## config.mk

```make
export PLATFORM = sky130hd
export DESIGN_NAME = smb_alert_responder
export DESIGN_NICKNAME = d
export VERILOG_FILES = /design/src/rtl/smb_ar_pkg.sv /design/src/rtl/smb_ar_edge.sv /design/src/rtl/smb_ar_shift.sv /design/src/rtl/smb_alert_responder.sv
export SDC_FILE = /design/constraint.sdc
export NUM_CORES = 1
export LEC_CHECK = 0
export BUFFER_PORTS_ARGS = -buffer_cell sky130_fd_sc_hd__buf_2
export CAP_MARGIN = 25
export CORE_ASPECT_RATIO = 0.6
export CORE_MARGIN = 2
export CORE_UTILIZATION = 50
export CTS_BUF_LIST = sky130_fd_sc_hd__clkbuf_4 sky130_fd_sc_hd__clkbuf_8
export CTS_CLUSTER_DIAMETER = 60
export CTS_CLUSTER_SIZE = 28
export DETAILED_ROUTE_END_ITERATION = 12
export GPL_TIMING_DRIVEN = 0
export PLACE_DENSITY = 0.71
export SLEW_MARGIN = 10
export SYNTH_ARGS = -nofsm -noshare
export SYNTH_HDL_FRONTEND = slang
export SYNTH_SLANG_ARGS = --single-unit
```

## constraint.sdc

```tcl
create_clock -name clk_i -period 2.4 [get_ports clk_i]
set_input_delay 0.48 -clock clk_i [delete_from_list [all_inputs] [get_ports clk_i]]
set_output_delay 0.48 -clock clk_i [all_outputs]
set_load 0.05 [all_outputs]
```

## src/rtl/smb_ar_pkg.sv

```systemverilog
package smb_ar_pkg;
  typedef enum logic [2:0] {
    ST_IDLE,
    ST_RX,
    ST_ACK,
    ST_TX,
    ST_MACK,
    ST_DONE,
    ST_SKIP
  } ar_state_e;
endpackage

```

## src/rtl/smb_ar_edge.sv

```systemverilog
module smb_ar_edge (
  input  logic clk_i,
  input  logic rst_ni,
  input  logic scl_i,
  output logic rise_o,
  output logic fall_o
);
  logic scl_q;

  always_ff @(posedge clk_i or negedge rst_ni) begin
    if (!rst_ni) scl_q <= 1'b1;
    else         scl_q <= scl_i;
  end

  assign rise_o = scl_i & ~scl_q;
  assign fall_o = ~scl_i & scl_q;
endmodule

```

## src/rtl/smb_ar_shift.sv

```systemverilog
module smb_ar_shift #(
  parameter int W = 8,
  localparam int CW = $clog2(W + 1)
) (
  input  logic         clk_i,
  input  logic         rst_ni,
  input  logic         clr_i,
  input  logic         load_i,
  input  logic [W-1:0] load_val_i,
  input  logic         sample_i,
  input  logic         rx_mode_i,
  input  logic         sda_i,
  input  logic         adv_i,
  output logic [W-1:0] data_o,
  output logic         full_o
);
  logic [W-1:0]  sreg_q;
  logic [CW-1:0] cnt_q;

  always_ff @(posedge clk_i or negedge rst_ni) begin
    if (!rst_ni) begin
      sreg_q <= '0;
      cnt_q  <= '0;
    end else if (clr_i) begin
      sreg_q <= '0;
      cnt_q  <= '0;
    end else if (load_i) begin
      sreg_q <= load_val_i;
      cnt_q  <= '0;
    end else if (sample_i) begin
      cnt_q <= cnt_q + 1'b1;
      if (rx_mode_i) sreg_q <= {sreg_q[W-2:0], sda_i};
    end else if (adv_i) begin
      sreg_q <= {sreg_q[W-2:0], 1'b0};
    end
  end

  assign data_o = sreg_q;
  assign full_o = (cnt_q == CW'(W));
endmodule

```

## src/rtl/smb_alert_responder.sv

```systemverilog
module smb_alert_responder #(
  parameter int         ADDR_W   = 7,
  parameter logic [7:0] ARA_BYTE = 8'h19,
  localparam int        BYTE_W   = ADDR_W + 1
) (
  input  logic              clk_i,
  input  logic              rst_ni,
  input  logic              scl_i,
  input  logic              sda_i,
  input  logic              start_i,
  input  logic              stop_i,
  input  logic              irq_mode_i,
  input  logic              alert_active_i,
  input  logic              cause_high_i,
  input  logic [ADDR_W-1:0] dev_addr_i,
  output logic              sda_pull_o,
  output logic              alert_clr_o
);
  import smb_ar_pkg::*;

  ar_state_e   state_q, state_d;
  logic        pull_q, pull_d;
  logic        lost_q, lost_d;
  logic        clr_q, clr_d;
  logic        scl_rise, scl_fall;
  logic        sh_clr, sh_load, sh_sample, sh_adv;
  logic [BYTE_W-1:0] sh_data, tx_word;
  logic        sh_full, rx_phase, hit;

  smb_ar_edge u_edge (
    .clk_i  (clk_i),
    .rst_ni (rst_ni),
    .scl_i  (scl_i),
    .rise_o (scl_rise),
    .fall_o (scl_fall)
  );

  smb_ar_shift #(.W(BYTE_W)) u_shift (
    .clk_i      (clk_i),
    .rst_ni     (rst_ni),
    .clr_i      (sh_clr),
    .load_i     (sh_load),
    .load_val_i (tx_word),
    .sample_i   (sh_sample),
    .rx_mode_i  (rx_phase),
    .sda_i      (sda_i),
    .adv_i      (sh_adv),
    .data_o     (sh_data),
    .full_o     (sh_full)
  );

  assign rx_phase = (state_q == ST_RX);
  assign tx_word  = {dev_addr_i, cause_high_i};
  assign hit      = (sh_data == BYTE_W'(ARA_BYTE)) & irq_mode_i & alert_active_i;

  always_comb begin
    state_d   = state_q;
    pull_d    = pull_q;
    lost_d    = lost_q;
    clr_d     = 1'b0;
    sh_clr    = 1'b0;
    sh_load   = 1'b0;
    sh_sample = 1'b0;
    sh_adv    = 1'b0;
    if (stop_i || start_i) begin
      // transaction boundary: a completed win releases the alert
      clr_d   = (state_q == ST_DONE);
      state_d = stop_i ? ST_IDLE : ST_RX;
      pull_d  = 1'b0;
      lost_d  = 1'b0;
      sh_clr  = 1'b1;
    end else begin
      unique case (state_q)
        ST_RX: begin
          if (scl_rise) begin
            sh_sample = 1'b1;
          end else if (scl_fall && sh_full) begin
            sh_clr = 1'b1;
            if (hit) begin
              state_d = ST_ACK;
              pull_d  = 1'b1;
            end else begin
              state_d = ST_SKIP;
            end
          end
        end
        ST_ACK: begin
          if (scl_fall) begin
            state_d = ST_TX;
            sh_load = 1'b1;
            pull_d  = ~tx_word[BYTE_W-1];
          end
        end
        ST_TX: begin
          if (scl_rise) begin
            sh_sample = 1'b1;
            if (sh_data[BYTE_W-1] && !sda_i) lost_d = 1'b1;
          end else if (scl_fall) begin
            if (sh_full) begin
              state_d = ST_MACK;
              pull_d  = 1'b0;
            end else begin
              sh_adv = 1'b1;
              pull_d = ~sh_data[BYTE_W-2] & ~lost_q;
            end
          end
        end
        ST_MACK: begin
          if (scl_fall) state_d = lost_q ? ST_SKIP : ST_DONE;
        end
        default: ;
      endcase
    end
  end

  always_ff @(posedge clk_i or negedge rst_ni) begin
    if (!rst_ni) begin
      state_q <= ST_IDLE;
      pull_q  <= 1'b0;
      lost_q  <= 1'b0;
      clr_q   <= 1'b0;
    end else begin
      state_q <= state_d;
      pull_q  <= pull_d;
      lost_q  <= lost_d;
      clr_q   <= clr_d;
    end
  end

  assign sda_pull_o  = pull_q;
  assign alert_clr_o = clr_q;
endmodule

```

# After elaboration in Yosys (flattened, before gate mapping)
# Index checks and enable logic that the tools add are counted.
# classes
bitwise,10
n_mux,49
reduce_logical,16
addsub,1
eq_ne,16
# op_table
cell,n
$mux 8,5
$mux 1,29
$mux 3,9
$ne 3x3->1 const B,5
$mux 4,3
$pmux 3 s4,1
$eq 8x5->1 const B,1
$reduce_and 8->1,1
$reduce_bool 4->1,2
$reduce_and 7->1,1
$eq 3x2->1 const B,2
$eq 3x3->1 const B,2
$ne 3x1->1 const B,2
$reduce_bool 2->1,3
$and 1x1->1,5
$not 1->1,5
$reduce_bool 5->1,1
$add 4x1->4 const B,1
$eq 4x4->1 const B,1
$ne 4x3->1 const B,1
$eq 3x1->1 const B,1
$ne 3x2->1 const B,1
$pmux 1 s3,1
$reduce_and 3->1,1
other kinds (7),8
# totals
out_inout_bits,2
reg_bits,19
word_cells,99

# Logic depth before layout (Yosys ltp)
# depth
word_depth,10
mapped_depth,8
mapped_depth_nobuf,7

# By module
# From an unflattened synthesis, not the netlist that was laid out.
# hier_totals
hier_cells,124
area_unflattened_um2,1227.4
# modules_own_cells
mod,cells_per_inst,n_inst,area_each_um2,seq_area_each_um2
smb_ar_shift,61,1,698.2,300.3
smb_alert_responder,60,1,488.0,150.1
smb_ar_edge,3,1,41.3,26.3

# Worst setup path after synthesis
# OpenSTA, ideal clock, no wires.
# synth_timing
path_type,input to register
startpoint,input start_i
endpoint,register u_shift.sreg_q[6] (netlist: u_shift.data_o[6])
arrival_time_ns,1.834
n_path_buf,2
slack_ns,0.472
setup_ns,0.094
path_stages,7
required_ns,2.306
cell_sequence,or2_4 -> or4_4 -> buf_6 -> o211ai_4 -> buf_8 -> nor2_1 -> a211oi_1
# synth_via
elab_chain_len,5
elab_cells_between_ends,11
cone_classes,1 x eq/ne; 7 x mux; 3 x reduce/logical
# synth_lines
item,line,text
from (decl),smb_alert_responder.sv:10,"input logic start_i,"
$logic_or 1x1->1 *,smb_alert_responder.sv:65,if (stop_i || start_i) begin
$mux 1,smb_alert_responder.sv:65,
$mux 8,smb_ar_shift.sv:30,end else if (sample_i) begin
$mux 8,smb_ar_shift.sv:27,end else if (load_i) begin
$mux 8,smb_ar_shift.sv:24,end else if (clr_i) begin
to (signal assigned),smb_ar_shift.sv:28,sreg_q <= load_val_i;
to (signal assigned),smb_ar_shift.sv:32,"if (rx_mode_i) sreg_q <= {sreg_q[W-2:0], sda_i};"
to (signal assigned),smb_ar_shift.sv:34,"sreg_q <= {sreg_q[W-2:0], 1'b0};"
to (decl),smb_ar_shift.sv:17,logic [W-1:0] sreg_q;
# Every way passes the cells marked *; elsewhere a longest branch is shown, timed or not.
# A chain may end at the register's enable or synchronous reset.

# Final worst setup path
# layout_timing
startpoint,register u_shift.cnt_q[0]
endpoint,register u_shift.sreg_q[7] (netlist: u_shift.data_o[7])
# layout_via
elab_chain_len,8
elab_cells_between_ends,15
cone_classes,2 x eq/ne; 10 x mux; 3 x reduce/logical
# layout_lines
item,line,text
from (decl),smb_ar_shift.sv:18,logic [CW-1:0] cnt_q;
from (signal assigned),smb_ar_shift.sv:31,cnt_q <= cnt_q + 1'b1;
$eq 4x4->1 *,smb_ar_shift.sv:39,assign full_o = (cnt_q == CW'(W));
$logic_and 1x1->1 / $mux 1 (equally long branches),"smb_alert_responder.sv:77, smb_alert_responder.sv:99",
$mux 1 (on tied branches),"smb_alert_responder.sv:77, smb_alert_responder.sv:98",
$mux 1 (on tied branches),"smb_alert_responder.sv:75, smb_alert_responder.sv:95",
$mux 1,smb_alert_responder.sv:73,unique case (state_q)
$mux 1,smb_alert_responder.sv:65,
$ne 4x3->1 (no line) / $reduce_bool 4->1 (equally long branches),--,
$reduce_and 2->1 (no line),--,
# Marks and branches as above.

==> impl_metrics.toml <==
[clock_tree]
cts-hold-fix-buffers = 0
clk_path_buf_depth = 2
clock-root-buffer = "clkbuf_8"
cts_tree = "done"
h-tree-depth = 1
cts_made_buffers = 3
cts.clk_slew.worst_paths_ns = 0.07
insertion_delay_ns = 0.26
cts.sinks = 19

[timing]
worst_slew_pin_slew_ns = 0.607
rsz0062_at_grt = "no"
fmax_mhz = 475
max_slew_margin = 0.590
finalHoldViolCount = 0
setup_violations = 0
fin_crit_ns = 2.11
finalClockSkew_ns = 0.00759
drv_slew = 0
setup_tns_ns = 0
finalCritPeriodShare = 0.878

[setup_path]
required_ns = 2.54
cpMaxStageDelayCell = "or3_2"
reg2reg_from = "u_shift.cnt_q[0]"
path_cells = "inv_1 -> ha_1 -> nand3b_1 -> or3_2 -> a31oi_2 -> a21oi_1 -> o22a_1"
r2r_slack_ns = 0.29
end_kind = "flip-flop"
crit_buf_inv = 1
startpoint_type = "flip-flop"
rr_worst_depth = 7
reg2reg_to = "u_shift.data_o[7]"
critical_path_class = "flip-flop to flip-flop"
critical-path-top-delay-family = "compound AO/OA/AOI/OAI gates"
cp.arrival_ns = 2.25
worst-path-max-fanout = 7
max_stage_delay_ns = 0.47

[logic_synthesis]
ys_ff_latch = 19
async_flop_share = 1.00
ys.warnings.count = 0
synth.most_common_cell = "dfrtp_1"
avgSynthCellArea_um2 = 9.50
synth_top_cell_area_share = 0.368
synthDistinctLibCells = 49
synth.yosys.seq_area_share = 0.389
synth_top_flop_cell = "dfrtp_1"
synthesis.nets = 147
synth.top_cells.by_count = "18 x dfrtp_1, 12 x nor2_1"
synth_area_um2 = 1220
synthCells = 129
synth.area.top_cells = "dfrtp_1 37%, mux2i_1 6.5%, a211oi_1 3.7%, nor2_1 3.7%, a21oi_1 3.3%"
synth-edff-count = 0
synth_top_area_cell = "dfrtp_1"

[finish]
design_area_um2 = 1410
utilization = 0.626
diodes = 0
areaGrowthSynthToFinish_pct = 14.7
nets = 169
drive_gt1_frac = 0.260

[global_routing]
grt_overflow = 0
antenna_found_initial = 0
grt_pass1_wl_mm = 4.71
grt_pass1_vias = 972
grt_max_degree = 20
grt_usage = 0.226

[run_status]
status = "finished clean"

[power_and_ir_drop]
p_total_mw = 0.823
irDropWorstVdd_mv = 0.342
power.density_nw_per_um2 = 586
p_leak_nw = 0.625

[detailed_routing]
drt-initial-drc-count = 51
antenna_left = 0
drc = 0
drtPass1Iterations = 4
wl_per_cell_um = 15.4
vias = 1077
vias_per_cell = 5.98
drt_wl_total_mm = 2.77

[placement]
io_buffers = 17
gp_routability_congestion = 0.925
dp_hpwl_mm = 2.16
placed_cell_area_um2 = 1350

[die]
start_util = 0.546
die_area_um2 = 2870
boundaryPins = 18
dieWidth_um = 67.9
dieHeight_um = 42.3
core_um2 = 2240
rows = 13

[job]
maxCapViolations = 0

[worst_hold_path]
worstHoldPathType = "input port to async pin"
## stage by stage
stage,hold WS [ns],setup slack [ns],std cells
floorplan,0.184,0.472,129
global placement,0.438,0.225,176
detailed placement,0.447,0.152,176
CTS,0.160,0.120,180
global route,0.170,0.164,180
finish,0.144,0.294,180
## timing repair
action | CTS | global route
setup buffers | 0 | 0
endpoints found under the hold margin | 0 | 0
gates resized for setup | 0 | 2
endpoints found under the setup margin | 0 | 5
## layout by cell type, fill, tap and decap left out, drive strengths merged, types with 3 or more instances in the layout
cell type / n
nor3: 3
inv: 8
or3: 3
buf: 21
mux2i: 8
nand4: 3
nand2: 8
dfrtp: 18
clkbuf: 5
o21ai: 4
a211oi: 6
a21oi: 8
nor2: 13
## flip-flops by register name, indices dropped and copies added, names as in the netlist
signal / flops
u_edge.scl_q: 1
lost_q: 1
alert_clr_o: 1
sda_pull_o: 1
u_shift.data_o: 8
u_shift.cnt_q: 4
state_q: 3
## routing by layer
metal	share of wire	GRT usage
met2	0.42	0.306
met5	0	0
met3	0.071	0.0699
met4	0.012	0.0600
met1	0.49	0.345
## cell type report
type                    instances  area, um^2
repair buffers                 17        85.1
plain buffers                   6        60.1
clock buffers                   3        41.3
multi-input cells              96         669
fillers                       204         840
clock inverters                 1        5.00
inverters                       8        30.0
flip-flops and latches         19         477
well taps                      30        37.5
## logic make-up (layout without fill, tap and decap cells)
group                    after synthesis  after routing  synth area share
XOR/XNOR                               3              3            0.0215
buffers and inverters                 14             35            0.0735
AND/OR/NAND/NOR                       50             50             0.238
adder cells (fa/ha/maj)                2              2            0.0204
multiplexers                           8              8            0.0654
AO/OA/AOI/OAI                         33             33             0.192
flip-flops                            19             19             0.389
## worst reg2reg max path, cell delays in order, from the launching register on
cell and delay, ns:
dfrtp_1 0.43, inv_1 0.08, ha_1 0.16, nand3b_1 0.14
or3_2 0.47, a31oi_2 0.41, a21oi_1 0.08, o22a_1 0.22
## power breakdown
part	switching, mW	internal, mW	leakage, nW	total, mW
logic	0.136	0.101	0.343	0.237
clock network	0.108	0.116	0.0255	0.224
registers	0.0200	0.342	0.256	0.362
total	0.264	0.560	0.625	0.823
## worst max path at each step
stage / startpoint / endpoint / slack (ns) / cells after the start
after detailed placement: u_shift.cnt_q[0] / u_shift.data_o[7] / 0.15 / 7
final: u_shift.cnt_q[0] / u_shift.data_o[7] / 0.29 / 7
after global placement: start_i / u_shift.data_o[3] / 0.23 / 8
after CTS: u_shift.cnt_q[0] / u_shift.data_o[7] / 0.12 / 7
after global routing: u_shift.cnt_q[0] / u_shift.data_o[7] / 0.16 / 7
after floorplan: start_i / u_shift.data_o[6] / 0.47 / 7
Power figures use the tool's default switching activity.
